==> src/rtl/sio_csr_pkg.sv <==
`timescale 1ns/1ps
package sio_csr_pkg;

    localparam int REG_W    = 32;
    localparam int BIT_ACK  = 2;
    localparam int BIT_FLAG = 3;
    localparam int BIT_EN   = 6;
    localparam int BIT_IE   = 7;
    localparam int CODE_LSB = 3;

    typedef enum logic [1:0] {
        ST_IDLE,
        ST_FLAG,
        ST_HELD,
        ST_RELOAD
    } flag_state_e;

endpackage

==> src/rtl/sio_csr_ctrl.sv <==
`timescale 1ns/1ps
module sio_csr_ctrl
    import sio_csr_pkg::*;
#(
    parameter int ADDR_W   = 4,
    parameter int CTRL_OFF = 0
) (
    input  logic              clk,
    input  logic              rst_n,
    input  logic              bus_sel,
    input  logic              bus_wr,
    input  logic [ADDR_W-1:0] bus_addr,
    input  logic [REG_W-1:0]  bus_wdata,
    output logic              en_o,
    output logic              ie_o,
    output logic              ack_o,
    output logic              clr_o
);

    logic wr_hit;
    logic unused_wbits;

    assign wr_hit = bus_sel && bus_wr && (bus_addr == ADDR_W'(CTRL_OFF));
    assign clr_o  = wr_hit && bus_wdata[BIT_FLAG];

    assign unused_wbits = ^{bus_wdata[REG_W-1:BIT_IE+1], bus_wdata[BIT_EN-1:BIT_FLAG+1],
                            bus_wdata[BIT_ACK-1:0]};

    always_ff @(posedge clk or negedge rst_n) begin
        if (!rst_n) begin
            en_o  <= 1'b0;
            ie_o  <= 1'b0;
            ack_o <= 1'b0;
        end else if (wr_hit) begin
            en_o  <= bus_wdata[BIT_EN];
            ie_o  <= bus_wdata[BIT_IE];
            ack_o <= bus_wdata[BIT_ACK];
        end
    end

    // a control write lands in the stored bits one cycle later
    p_ctrl_store_r2: assert property (@(posedge clk) disable iff (!rst_n)
        wr_hit |=> (en_o == $past(bus_wdata[BIT_EN]) && ie_o == $past(bus_wdata[BIT_IE])
                    && ack_o == $past(bus_wdata[BIT_ACK])));

    // without a write the stored bits hold
    p_ctrl_hold_r2: assert property (@(posedge clk) disable iff (!rst_n)
        !wr_hit |=> ($stable(en_o) && $stable(ie_o) && $stable(ack_o)));

endmodule

==> src/rtl/sio_csr_flag_fsm.sv <==
`timescale 1ns/1ps
module sio_csr_flag_fsm
    import sio_csr_pkg::*;
#(
    parameter int                CODE_W   = 5,
    parameter logic [CODE_W-1:0] RST_CODE = '1
) (
    input  logic              clk,
    input  logic              rst_n,
    input  logic              en_i,
    input  logic              clr_i,
    input  logic              stb_i,
    input  logic [CODE_W-1:0] code_i,
    output logic              flag_o,
    output logic [CODE_W-1:0] code_o
);

    flag_state_e       state_q, state_d;
    logic [CODE_W-1:0] code_q, code_d;
    logic [CODE_W-1:0] pend_q, pend_d;
    logic              flag_raw;

    // state register
    always_ff @(posedge clk or negedge rst_n) begin
        if (!rst_n) state_q <= ST_IDLE;
        else        state_q <= state_d;
    end

    // code and parked-code registers
    always_ff @(posedge clk or negedge rst_n) begin
        if (!rst_n) begin
            code_q <= RST_CODE;
            pend_q <= '0;
        end else begin
            code_q <= code_d;
            pend_q <= pend_d;
        end
    end

    // transitions
    always_comb begin
        state_d = state_q;
        code_d  = code_q;
        pend_d  = pend_q;
        if (!en_i) begin
            state_d = ST_IDLE;
        end else begin
            unique case (state_q)
                ST_IDLE: begin
                    if (stb_i) begin
                        state_d = ST_FLAG;
                        code_d  = code_i;
                    end
                end
                ST_FLAG: begin
                    if (stb_i) pend_d = code_i;
                    if (clr_i && stb_i) state_d = ST_RELOAD;
                    else if (clr_i)     state_d = ST_IDLE;
                    else if (stb_i)     state_d = ST_HELD;
                end
                ST_HELD: begin
                    if (stb_i) pend_d = code_i;
                    if (clr_i) state_d = ST_RELOAD;
                end
                ST_RELOAD: begin
                    state_d = ST_FLAG;
                    code_d  = stb_i ? code_i : pend_q;
                end
                default: state_d = ST_IDLE;
            endcase
        end
    end

    // outputs
    always_comb begin
        unique case (state_q)
            ST_FLAG, ST_HELD: flag_raw = 1'b1;
            default:          flag_raw = 1'b0;
        endcase
    end

    assign flag_o = flag_raw && en_i;
    assign code_o = code_q;

    // a strobe with the flag clear latches its code and raises the flag
    p_latch_code_r4: assert property (@(posedge clk) disable iff (!rst_n)
        (state_q == ST_IDLE && en_i && stb_i) |=> (flag_raw && code_q == $past(code_i)));

    // the status code cannot move out of a flagged cycle
    p_code_frozen_r6: assert property (@(posedge clk) disable iff (!rst_n)
        (flag_raw && en_i) |=> (code_q == $past(code_q)));

    // the reload cycle always lands back in a flagged state
    p_reload_flags_r7: assert property (@(posedge clk) disable iff (!rst_n)
        (state_q == ST_RELOAD && en_i) |=> (state_q == ST_FLAG));

    // a clear always drops the flag for at least the next cycle
    p_clear_drops_r8: assert property (@(posedge clk) disable iff (!rst_n)
        (flag_raw && en_i && clr_i) |=> !flag_raw);

    // a disabled port forgets its flag and any parked code
    p_disable_idles_r9: assert property (@(posedge clk) disable iff (!rst_n)
        !en_i |=> (state_q == ST_IDLE));

    // clear with a simultaneous strobe goes through the reload cycle
    p_clear_and_new_r10: assert property (@(posedge clk) disable iff (!rst_n)
        (state_q == ST_FLAG && en_i && clr_i && stb_i) |=> (state_q == ST_RELOAD));

endmodule

==> src/rtl/sio_csr_rdmux.sv <==
`timescale 1ns/1ps
module sio_csr_rdmux
    import sio_csr_pkg::*;
#(
    parameter int ADDR_W   = 4,
    parameter int CODE_W   = 5,
    parameter int CTRL_OFF = 0,
    parameter int STAT_OFF = 4
) (
    input  logic              sel_i,
    input  logic [ADDR_W-1:0] addr_i,
    input  logic              en_i,
    input  logic              ie_i,
    input  logic              ack_i,
    input  logic              flag_i,
    input  logic [CODE_W-1:0] code_i,
    output logic [REG_W-1:0]  rdata_o
);

    localparam int CODE_MSB = CODE_LSB + CODE_W - 1;

    logic [REG_W-1:0] ctrl_word;
    logic [REG_W-1:0] stat_word;

    always_comb begin
        ctrl_word           = '0;
        ctrl_word[BIT_IE]   = ie_i;
        ctrl_word[BIT_EN]   = en_i;
        ctrl_word[BIT_FLAG] = flag_i;
        ctrl_word[BIT_ACK]  = ack_i;
    end

    always_comb begin
        stat_word                    = '0;
        stat_word[CODE_MSB:CODE_LSB] = code_i;
    end

    always_comb begin
        rdata_o = '0;
        if (sel_i) begin
            if (addr_i == ADDR_W'(CTRL_OFF))      rdata_o = ctrl_word;
            else if (addr_i == ADDR_W'(STAT_OFF)) rdata_o = stat_word;
        end
    end

endmodule

==> src/rtl/sio_csr_top.sv <==
`timescale 1ns/1ps
module sio_csr_top
    import sio_csr_pkg::*;
#(
    parameter int                ADDR_W   = 4,
    parameter int                CODE_W   = 5,
    parameter logic [CODE_W-1:0] RST_CODE = 5'h1F
) (
    input  logic              clk,
    input  logic              rst_n,
    input  logic              bus_sel,
    input  logic              bus_wr,
    input  logic [ADDR_W-1:0] bus_addr,
    input  logic [31:0]       bus_wdata,
    output logic [31:0]       bus_rdata,
    input  logic              eng_stb,
    input  logic [CODE_W-1:0] eng_code,
    output logic              port_en,
    output logic              int_en,
    output logic              ack_en,
    output logic              sflag,
    output logic              irq
);

    localparam int CTRL_OFF = 0;
    localparam int STAT_OFF = 4;

    logic              clr_pulse;
    logic [CODE_W-1:0] code_cur;

    sio_csr_ctrl #(
        .ADDR_W   (ADDR_W),
        .CTRL_OFF (CTRL_OFF)
    ) ctrl_i (
        .clk       (clk),
        .rst_n     (rst_n),
        .bus_sel   (bus_sel),
        .bus_wr    (bus_wr),
        .bus_addr  (bus_addr),
        .bus_wdata (bus_wdata),
        .en_o      (port_en),
        .ie_o      (int_en),
        .ack_o     (ack_en),
        .clr_o     (clr_pulse)
    );

    sio_csr_flag_fsm #(
        .CODE_W   (CODE_W),
        .RST_CODE (RST_CODE)
    ) fsm_i (
        .clk    (clk),
        .rst_n  (rst_n),
        .en_i   (port_en),
        .clr_i  (clr_pulse),
        .stb_i  (eng_stb),
        .code_i (eng_code),
        .flag_o (sflag),
        .code_o (code_cur)
    );

    sio_csr_rdmux #(
        .ADDR_W   (ADDR_W),
        .CODE_W   (CODE_W),
        .CTRL_OFF (CTRL_OFF),
        .STAT_OFF (STAT_OFF)
    ) rdmux_i (
        .sel_i   (bus_sel),
        .addr_i  (bus_addr),
        .en_i    (port_en),
        .ie_i    (int_en),
        .ack_i   (ack_en),
        .flag_i  (sflag),
        .code_i  (code_cur),
        .rdata_o (bus_rdata)
    );

    assign irq = sflag && int_en;

    // with the port disabled a strobe never shows up as a flag
    p_no_flag_disabled_r9: assert property (@(posedge clk) disable iff (!rst_n)
        !port_en |-> !sflag);

endmodule

==> config.mk <==
export PLATFORM = sky130hd
export DESIGN_NAME = sio_csr_top
export DESIGN_NICKNAME = d
export VERILOG_FILES = /design/src/rtl/sio_csr_pkg.sv /design/src/rtl/sio_csr_ctrl.sv /design/src/rtl/sio_csr_flag_fsm.sv /design/src/rtl/sio_csr_rdmux.sv /design/src/rtl/sio_csr_top.sv
export SDC_FILE = /design/constraint.sdc
export NUM_CORES = 1
export LEC_CHECK = 0
export ABC_AREA = 0
export BUFFER_PORTS_ARGS = -buffer_cell sky130_fd_sc_hd__buf_2
export CAP_MARGIN = 5
export CORE_MARGIN = 4
export CORE_UTILIZATION = 40
export CTS_CLUSTER_DIAMETER = 150
export DETAILED_ROUTE_END_ITERATION = 10
export PLACE_DENSITY = 0.86
export SLEW_MARGIN = 20
export SYNTH_ARGS = -nofsm -noshare
export SYNTH_HDL_FRONTEND = slang
export SYNTH_SLANG_ARGS = --single-unit
==> constraint.sdc <==
create_clock -name clk -period 2 [get_ports clk]
set_input_delay 0.4 -clock clk [delete_from_list [all_inputs] [get_ports clk]]
set_output_delay 0.4 -clock clk [all_outputs]
set_load 0.02 [all_outputs]
==> results of run 1 <==
metal layers:
metal | wire (µm) | GRT usage
met1 | 828 | 0.1538
met2 | 1140 | 0.2377
met3 | 250 | 0.01512
met4 | 45 | 0.06646
met5 | 0 | 0
per-stage QoR:
step / total power, W / setup TNS (ns) / instances / hold slack (ns)
after floorplan: 0.0007392 / 0 / 134 / 0.1044
after global placement: 0.0007695 / 0 / 164 / 0.3066
after detailed placement: 0.0007944 / -0.04232 / 164 / 0.3184
after CTS: 0.0009805 / 0 / 171 / 0.3290
after global routing: 0.001048 / -0.005853 / 171 / 0.3429
final: 0.0009862 / 0 / 171 / 0.3369
cells by family (layout without fill, tap and decap cells):
kind of cell | Yosys count | after routing
muxes | 18 | 18
AOI/OAI and AO/OA | 11 | 11
other | 1 | 26
buffers and inverters | 33 | 40
and+or+nand+nor | 27 | 27
DFF | 15 | 15
adders and majority gates | 4 | 4
state kept, by name, indices dropped and copies added (netlist names):
name           flops
fsm_i.code_o       5
ctrl_i.ie_o        1
fsm_i.pend_q       5
ctrl_i.ack_o       1
ctrl_i.en_o        1
fsm_i.state_q      2
cell type report:
class | count | area (µm²)
fillers | 244 | 1318
clock buffers | 4 | 26.28
inverters | 4 | 15.01
repair buffers | 32 | 175.2
flip-flops and latches | 15 | 381.6
multi-input cells | 86 | 591.8
well taps | 30 | 37.54
worst max-delay path: cells and delay by family (launching register included):
kind | cells | cell delay (ns)
AND/OR/NAND/NOR | 2 | 0.22
buffers and inverters | 2 | 0.26
flip-flops | 1 | 0.40
adder cells (fa/ha/maj) | 1 | 0.22
multiplexers | 1 | 0.14
what timing repair did:
item | in CTS | in global routing
hold buffers | 1 | 0
buffers inserted | 2 | 0
gates cloned | 0 | 0
hold endpoints to repair | 10 | 0
gates resized for setup | 2 | 4
setup endpoints to repair | 2 | 1
Yosys cell counts, drive strengths merged (2+ instances only):
| cell | count |
|---|---|
| mux2i | 9 |
| nor2 | 6 |
| mux2 | 9 |
| inv | 4 |
| nand2 | 10 |
| and3 | 3 |
| o21bai | 2 |
| o21ai | 6 |
| ha | 4 |
| nor4b | 2 |
| dfrtp | 10 |
| clkbuf | 2 |
| buf | 27 |
| dfstp | 5 |
| and2 | 2 |
worst max path at each step:
stage	startpoint	end	slack (ns)	cells after the start
detailed placement	bus_addr[1]	bus_rdata[2]	-0.03	5
finish	fsm_i.state_q[0]	bus_rdata[3]	0.07	6
global route	fsm_i.state_q[0]	bus_rdata[3]	-0.006	6
floorplan	bus_addr[1]	bus_rdata[2]	0.21	4
global placement	bus_addr[1]	bus_rdata[2]	0.006	5
CTS	fsm_i.state_q[0]	bus_rdata[3]	0.02	6
power by group:
part | switching [W] | internal (W)
combinational | 0.000178 | 0.000138
sequential | 0.0000619 | 0.000435
clock | 0.0000963 | 0.0000776
==> impl.org, run 1 <==
** Setup path
- Data on the critical path arrives at its endpoint at 1.53 ns.
- The worst register-to-register path has a setup slack of 0.41 ns.
- For the worst flop-to-flop path, the logic depth is 5.
- Critical-path cell list :: inv_2 > ha_4 > and2_4 > mux2i_1 > nor2_1 > buf_4
- STA puts the critical path data required time at 1.60 ns.
- Critical R2R Capture :: fsm_i.code_o[3]
- Crit-path slowest cell :: sky130_fd_sc_hd__dfrtp_1
- Type of the worst setup path :: flop to primary output
- Largest fanout of any net on the critical path :: 4
- On the worst path, the slowest cell contributes a delay of 0.40 ns.
- Type of element capturing the critical path :: primary output
- STA classifies the critical path startpoint as a flop.
- Launch instance of the worst register-to-register path :: fsm_i.state_q[1]

** Synth
- Of the total synthesized cell area, the portion taken by XOR and XNOR cells is 0.
- Main combinational cell family by area after synthesis :: buffers and inverters
- Number of cells produced by synthesis :: 109
- Seq/Total Area, Yosys :: 0.3502
- Counting flops with an async set or reset pin after synthesis yields a share of 1.000.
- Synthesized area per cell :: 9.998 µm²
- Top cell type by total area after synthesis :: sky130_fd_sc_hd__dfrtp_1
- Fraction of the mapped netlist area in compound gates :: 0.06429
- Synth Cell Area :: 0.001090 mm²
- After synthesis, the share of cell area in mux cells is 0.1860.
- Number of flops mapped to enable cells by yosys :: 0
- Post-Synth Simple-Gate Area :: 0.1401
- Leading post-synthesis cells by cell area :: sky130_fd_sc_hd__dfrtp_1 (23%), sky130_fd_sc_hd__buf_4 (18%), sky130_fd_sc_hd__dfstp_2 (12%)
- After synthesis the netlist holds a flip-flop and latch count of 15.
- Predominant post-synthesis flop cell :: sky130_fd_sc_hd__dfrtp_1
- Share of synthesized cell area in full adder, half adder and majority cells :: 0.04592
- Counting distinct cell types in the post-synthesis netlist gives 28.
- Total of warnings raised by yosys :: 0
- Fraction of synthesized cell area taken by the top area cell type :: 0.2296

** Drt
- Vias per inst :: 4.795
- The detail route stage leaves a number of antenna-violating nets equal to 0.
- Wires add up to 2264 µm.
- Detailed-route via count :: 820
- In the final routed layout, each cell accounts on average for 13.24 µm.
- The pre-antenna-repair detailed-routing pass consisted of 4 iterations.
- Initial DRC count :: 11
- After detailed routing, the number of remaining DRC violations is 0.

** STA
- Final period util :: 0.9637
- Final worst-path setup slack :: 0.07268 ns
- The number of hold violations in the final report was 0.
- At the pin with the least slew margin, the transition time is 0.5940 ns.
- For this run, the top clock speed supported by timing is 518.9 MHz.
- Final setup vio count :: 0
- The number of max-slew violations in the final report is 0.
- Min Tclk post-route :: 1.927 ns
- Clock Skews :: 0.001034 ns
- The worst pin sits at a relative slew slack of 0.6032.

** Floorplan
- For this configuration, the core starts out at a cell density of 0.4282.
- Die Footprint :: 0.003623 mm²
- Number of standard-cell rows in the floorplan :: 18
- Core footprint :: 0.002545 mm²
- Chip Height :: 60.20 µm
- The floorplan step set the die width to 60.20 µm.
- Top Ports :: 83

** Worst hold path
- Worst hold path type :: input port to flop
- The worst hold path was traced through 2 stages.
- The startpoint identified for the worst hold timing path is bus_wdata[6].
- Hold EP :: ctrl_i.en_o

** Status
- Status :: completed

** Place
- Routability-driven placement finished with a final weighted congestion of 0.7807.
- OpenSTA, run right after detailed placement, puts the worst setup slack at -0.02699 ns.
- Cell area after placement :: 0.001155 mm²
- Number of buffers inserted by port buffering :: 28
- DP HPWL :: 1773 µm

** Flow run
- Across the run, the number of max-cap violations was 0.

** Clock network
- Bufs on Longest Clock Path :: 2
- CTS built an H-tree with a depth of 1.
- In this run the clock root is driven by a sky130_fd_sc_hd__clkbuf_4.
- The clock drives 15 sinks.
- The later pin in the worst-skew pair is clocked with a latency of 0.29 ns.
- CTS tree :: yes
- Clock-pin slew was measured on the worst setup and hold paths at 0.08 ns.
- TritonCTS created 3 clock buffers.

** Power
- IR analysis of the VDD net gives a maximum drop of 707.6 µV.
- Power density over the cells :: 803.5 mW/mm²
- The analysis attributes to cell leakage a power of 0.6344 nW.

** Cells and area
- The library cell used most frequently in the layout, excluding fill and tap cells, is sky130_fd_sc_hd__buf_2.
- Cell area after layout :: 0.001227 mm²
- Final core utilization :: 0.4823
- Layout overhead on the synthesized area :: 12.63%
- The net count of the finished layout is 192.
- Of the cells placed in the final design, the portion with a size suffix greater than 1 is 0.3972.
- Antenna cell count :: 0
- Most frequent cells in the layout :: sky130_fd_sc_hd__buf_2 (27), sky130_fd_sc_hd__conb_1 (26), sky130_fd_sc_hd__dfrtp_1 (10)

** Global route
- Across every metal layer, demand over resource in global routing totals 0.1328.
- After global routing the overflow that remains totals 0.
- The number of antenna violations at the first check in global routing was 0.
- Pin count of the biggest net entering global routing :: 16
- The number of global-route vias before repair is 831.
- First-pass GRT wire length :: 3581 µm
(Power assumes the default switching activity.)
==> inputs of run 2 (changes only) <==
--- a/config.mk
+++ b/config.mk
@@ -12,7 +12,7 @@
 export CORE_UTILIZATION = 40
 export CTS_CLUSTER_DIAMETER = 150
 export DETAILED_ROUTE_END_ITERATION = 10
-export PLACE_DENSITY = 0.86
+export PLACE_DENSITY = 0.8
 export SLEW_MARGIN = 20
 export SYNTH_ARGS = -nofsm -noshare
 export SYNTH_HDL_FRONTEND = slang
==> run 2 against run 1 <==
Against the previous run: global-route usage is 1.0 points lower; sequential share of layout area is 0.53 points lower; first-iteration DRC count up 64%; via count down 1.8%; total power down 0.70%; highest routed layer unchanged; design area is 1.7% higher; sequential cell count stayed put; maximum frequency decreased by 0.98%; count of clock-buffer cells in the layout shrank 1; die area is the same.
==> impl.org, run 2 (same netlist as run 1, synthesis figures left out) <==
** Status
- Status :: completed

** Global route
- The number of antenna violations at the first check in global routing came to 0 (unchanged).
- The wire length of the first global-routing pass came to 3305 µm (-7.7%).
- Number of global-route vias before repair :: 789 (-5.1%)
- Pin count of the biggest net entering global routing :: 16 (unchanged)
- The total routing resource utilization after global routing was 0.1228 (-0.01002).
- The aggregate global routing overflow was 0 (unchanged).

** Place
- The final weighted congestion in routability-driven placement was 0.8622 (+10%).
- The number of port buffers came to 28 (unchanged).
- DP HPWL :: 1698 µm (-4.3%)

** Floorplan
- The die span in x was 60.20 µm (unchanged).
- Starting density of the core :: 0.4282 (unchanged)
- Number of standard-cell rows in the floorplan :: 18 (unchanged)
- The top-level I/O count is 83 (unchanged).
- The area enclosed by the die boundary came to 0.003623 mm² (unchanged).
- The die height came to 60.20 µm (unchanged).
- Core footprint :: 0.002545 mm² (unchanged)

** Cells and area
- Leaving out fill and tap cells, the most frequent cell in the layout is sky130_fd_sc_hd__buf_2.
- In the layout the commonest cells are sky130_fd_sc_hd__buf_2 (27), sky130_fd_sc_hd__conb_1 (26), sky130_fd_sc_hd__dfrtp_1 (10).
- Net count of the finished layout :: 195 (+1.6%)
- Layout overhead on the synthesized area :: 14.58%
- Antenna cell count :: 0 (unchanged)
- The fraction of layout instances using a drive strength above 1 came to 0.4236 (+0.02645).

** STA
- The worst setup skew after layout came to 0.005472 ns (+0.004438 ns).
- The final-report setup violation count came to 0 (unchanged).
- The final sum of negative setup slack was 0 ns (unchanged).
- Worst slew margin relative to its limit :: 0.5952 (-0.007975)
- Unrepaired setup endpoints after global routing :: yes
- Final-layout worst hold slack :: 0.001676 ns (-0.3353 ns)
- The slew at the pin closest to its max-slew limit was 0.6059 ns (+0.01194 ns).
- Min Tclk post-route :: 1.946 ns (+0.01911 ns)
- Endpoints failing hold :: 0 (unchanged)
- Final max-slew violation count :: 0 (unchanged)
- The final period utilization was 0.9732 (+0.009556).
- Maximum operating frequency :: 513.8 MHz (-0.98%)

** Setup path
- Arrival time worst endpoint :: 1.55 ns (+0.02 ns)
- The required time reported for the critical path endpoint came to 1.60 ns (about the same).
- STA classifies the critical path endpoint as a primary output.
- Among the stages of the critical path, the cell type that occurs most often is sky130_fd_sc_hd__buf_2.
- The largest fanout on the critical path was 3 (-1).
- Buf+Inv Stages, Crit Path :: 3 (+1)
- On the critical path, the stage with the largest delay is an instance of sky130_fd_sc_hd__or4b_4.
- Broken down by cell family, the worst path's largest delay share belongs to simple AND/OR/NAND/NOR gates.
- Startpoint type of the worst setup path :: input port
- Critical-path cell list :: buf_2 > or4b_4 > buf_4 > nor2_1 > buf_2
- In this run the critical register-to-register path is launched from fsm_i.state_q[1].
- Worst setup path startpoint :: bus_addr[1]
- By startpoint and endpoint, the worst setup path is classified as input port to primary output.
- The critical path's largest stage delay was 0.57 ns (+0.17 ns).

** Clock network
- Source-to-sink clock delay at the later pin of the worst-skew pair :: 0.28 ns (about the same)
- The depth of the CTS H-tree is 1 (unchanged).
- The count of clock tree sinks is 15 (unchanged).
- Number of buffers inserted by hold repair at cts :: 0 (-1)
- Total clock buffers created by CTS :: 3 (unchanged)
- CTS tree :: yes
- In this run the clock root is driven by a sky130_fd_sc_hd__clkbuf_4.
- The clock input transition at the sequential cells of the worst setup and hold paths came to 0.09 ns (about the same).
- The buffer levels on the longest clock path came to 2 (unchanged).

** Drt
- The violation count after the first detailed-routing iteration was 18 (+7).
- 1st-pass router iterations :: 4 (unchanged)
- Detailed-route via count :: 805 (-1.8%)
- The ratio of routed vias to standard cells came to 4.626 (-3.5%).
- The average routed wire per standard cell is 12.46 µm (-5.9%).
- Post-detailed-routing wire length :: 2168 µm (-4.2%)
- The final antenna-violating net count came to 0 (unchanged).
- The remaining design rule violation count is 0 (unchanged).

** Power
- The largest voltage drop on the vdd net was 680.0 µV (-3.9%).
- The total power density per cell area is 784.3 mW/mm² (-2.4%).
- Leakage :: 0.6523 nW (+2.8%)

** Flow run
- Max Cap Violations :: 0 (unchanged)

** Worst hold path
- The min-delay analysis places its worst path in the category input port to async pin.
run 2: stage by stage:
step                      cells  total power [W]    util  instance area [µm²]  setup slack, ns
after global placement      165        0.0007687  0.4567                 1162        0.0002028
after floorplan             134        0.0007392       -                 1184           0.2100
after global routing        174         0.001049  0.4907                 1249         -0.02545
final                       174        0.0009793  0.4907                 1249          0.05356
after CTS                   170        0.0009733  0.4739                 1206         0.002101
after detailed placement    165        0.0007892  0.4567                 1162         -0.01212
run 2: power breakdown:
part           total (W)  leakage [nW]  internal, W  switching [W]
Clock           0.000174        0.0177    0.0000743      0.0000993
Combinational   0.000312         0.450     0.000139       0.000173
Sequential      0.000493         0.184     0.000434      0.0000589
Total           0.000979         0.652     0.000648       0.000331
run 2: path summary, 6_finish.rpt:
path                       slack, ns               to  cells after the start
max in group asynchronous       1.70  fsm_i.code_o[4]                      1
min                            0.002  fsm_i.pend_q[3]                      1
min in group clk                0.34     ctrl_i.ack_o                      2
max reg2reg                     0.37  fsm_i.code_o[3]                      5
max                             0.05     bus_rdata[6]                      5
min reg2reg                     0.48  fsm_i.code_o[1]                      2
run 2: worst reg2reg max path, delay by kind of cell, from the launching register on:
family	cells	cell delay [ns]
AO/OA/AOI/OAI	1	0.10
adder cells (fa/ha/maj)	1	0.16
buffers and inverters	1	0.13
flip-flops	1	0.39
multiplexers	1	0.25
AND/OR/NAND/NOR	1	0.51
run 2: area by class of cell:
type,instances,area [µm²]
clock buffer,3,22.52
inverter,4,15.01
multi-input combinational,86,591.8
fill,251,1296
sequential,15,381.6
tap,30,37.54
timing repair buffer,35,195.2
clock inverter,1,5.005
run 2: timing repair:
item	4_1_cts	5_1_grt
pin swaps	0	2
hold endpoints to repair	0	0
setup buffers	1	4
resized for setup	3	3
setup endpoints to repair	3	1
run 2: metal layers:
metal | track usage | up-vias | routed length, µm
met5 | 0 | - | 0
met4 | 0.05380 | 0 | 30
met3 | 0.02808 | 5 | 275
met2 | 0.2022 | 49 | 1005
met1 | 0.1517 | 369 | 856
li1 | - | 382 | -
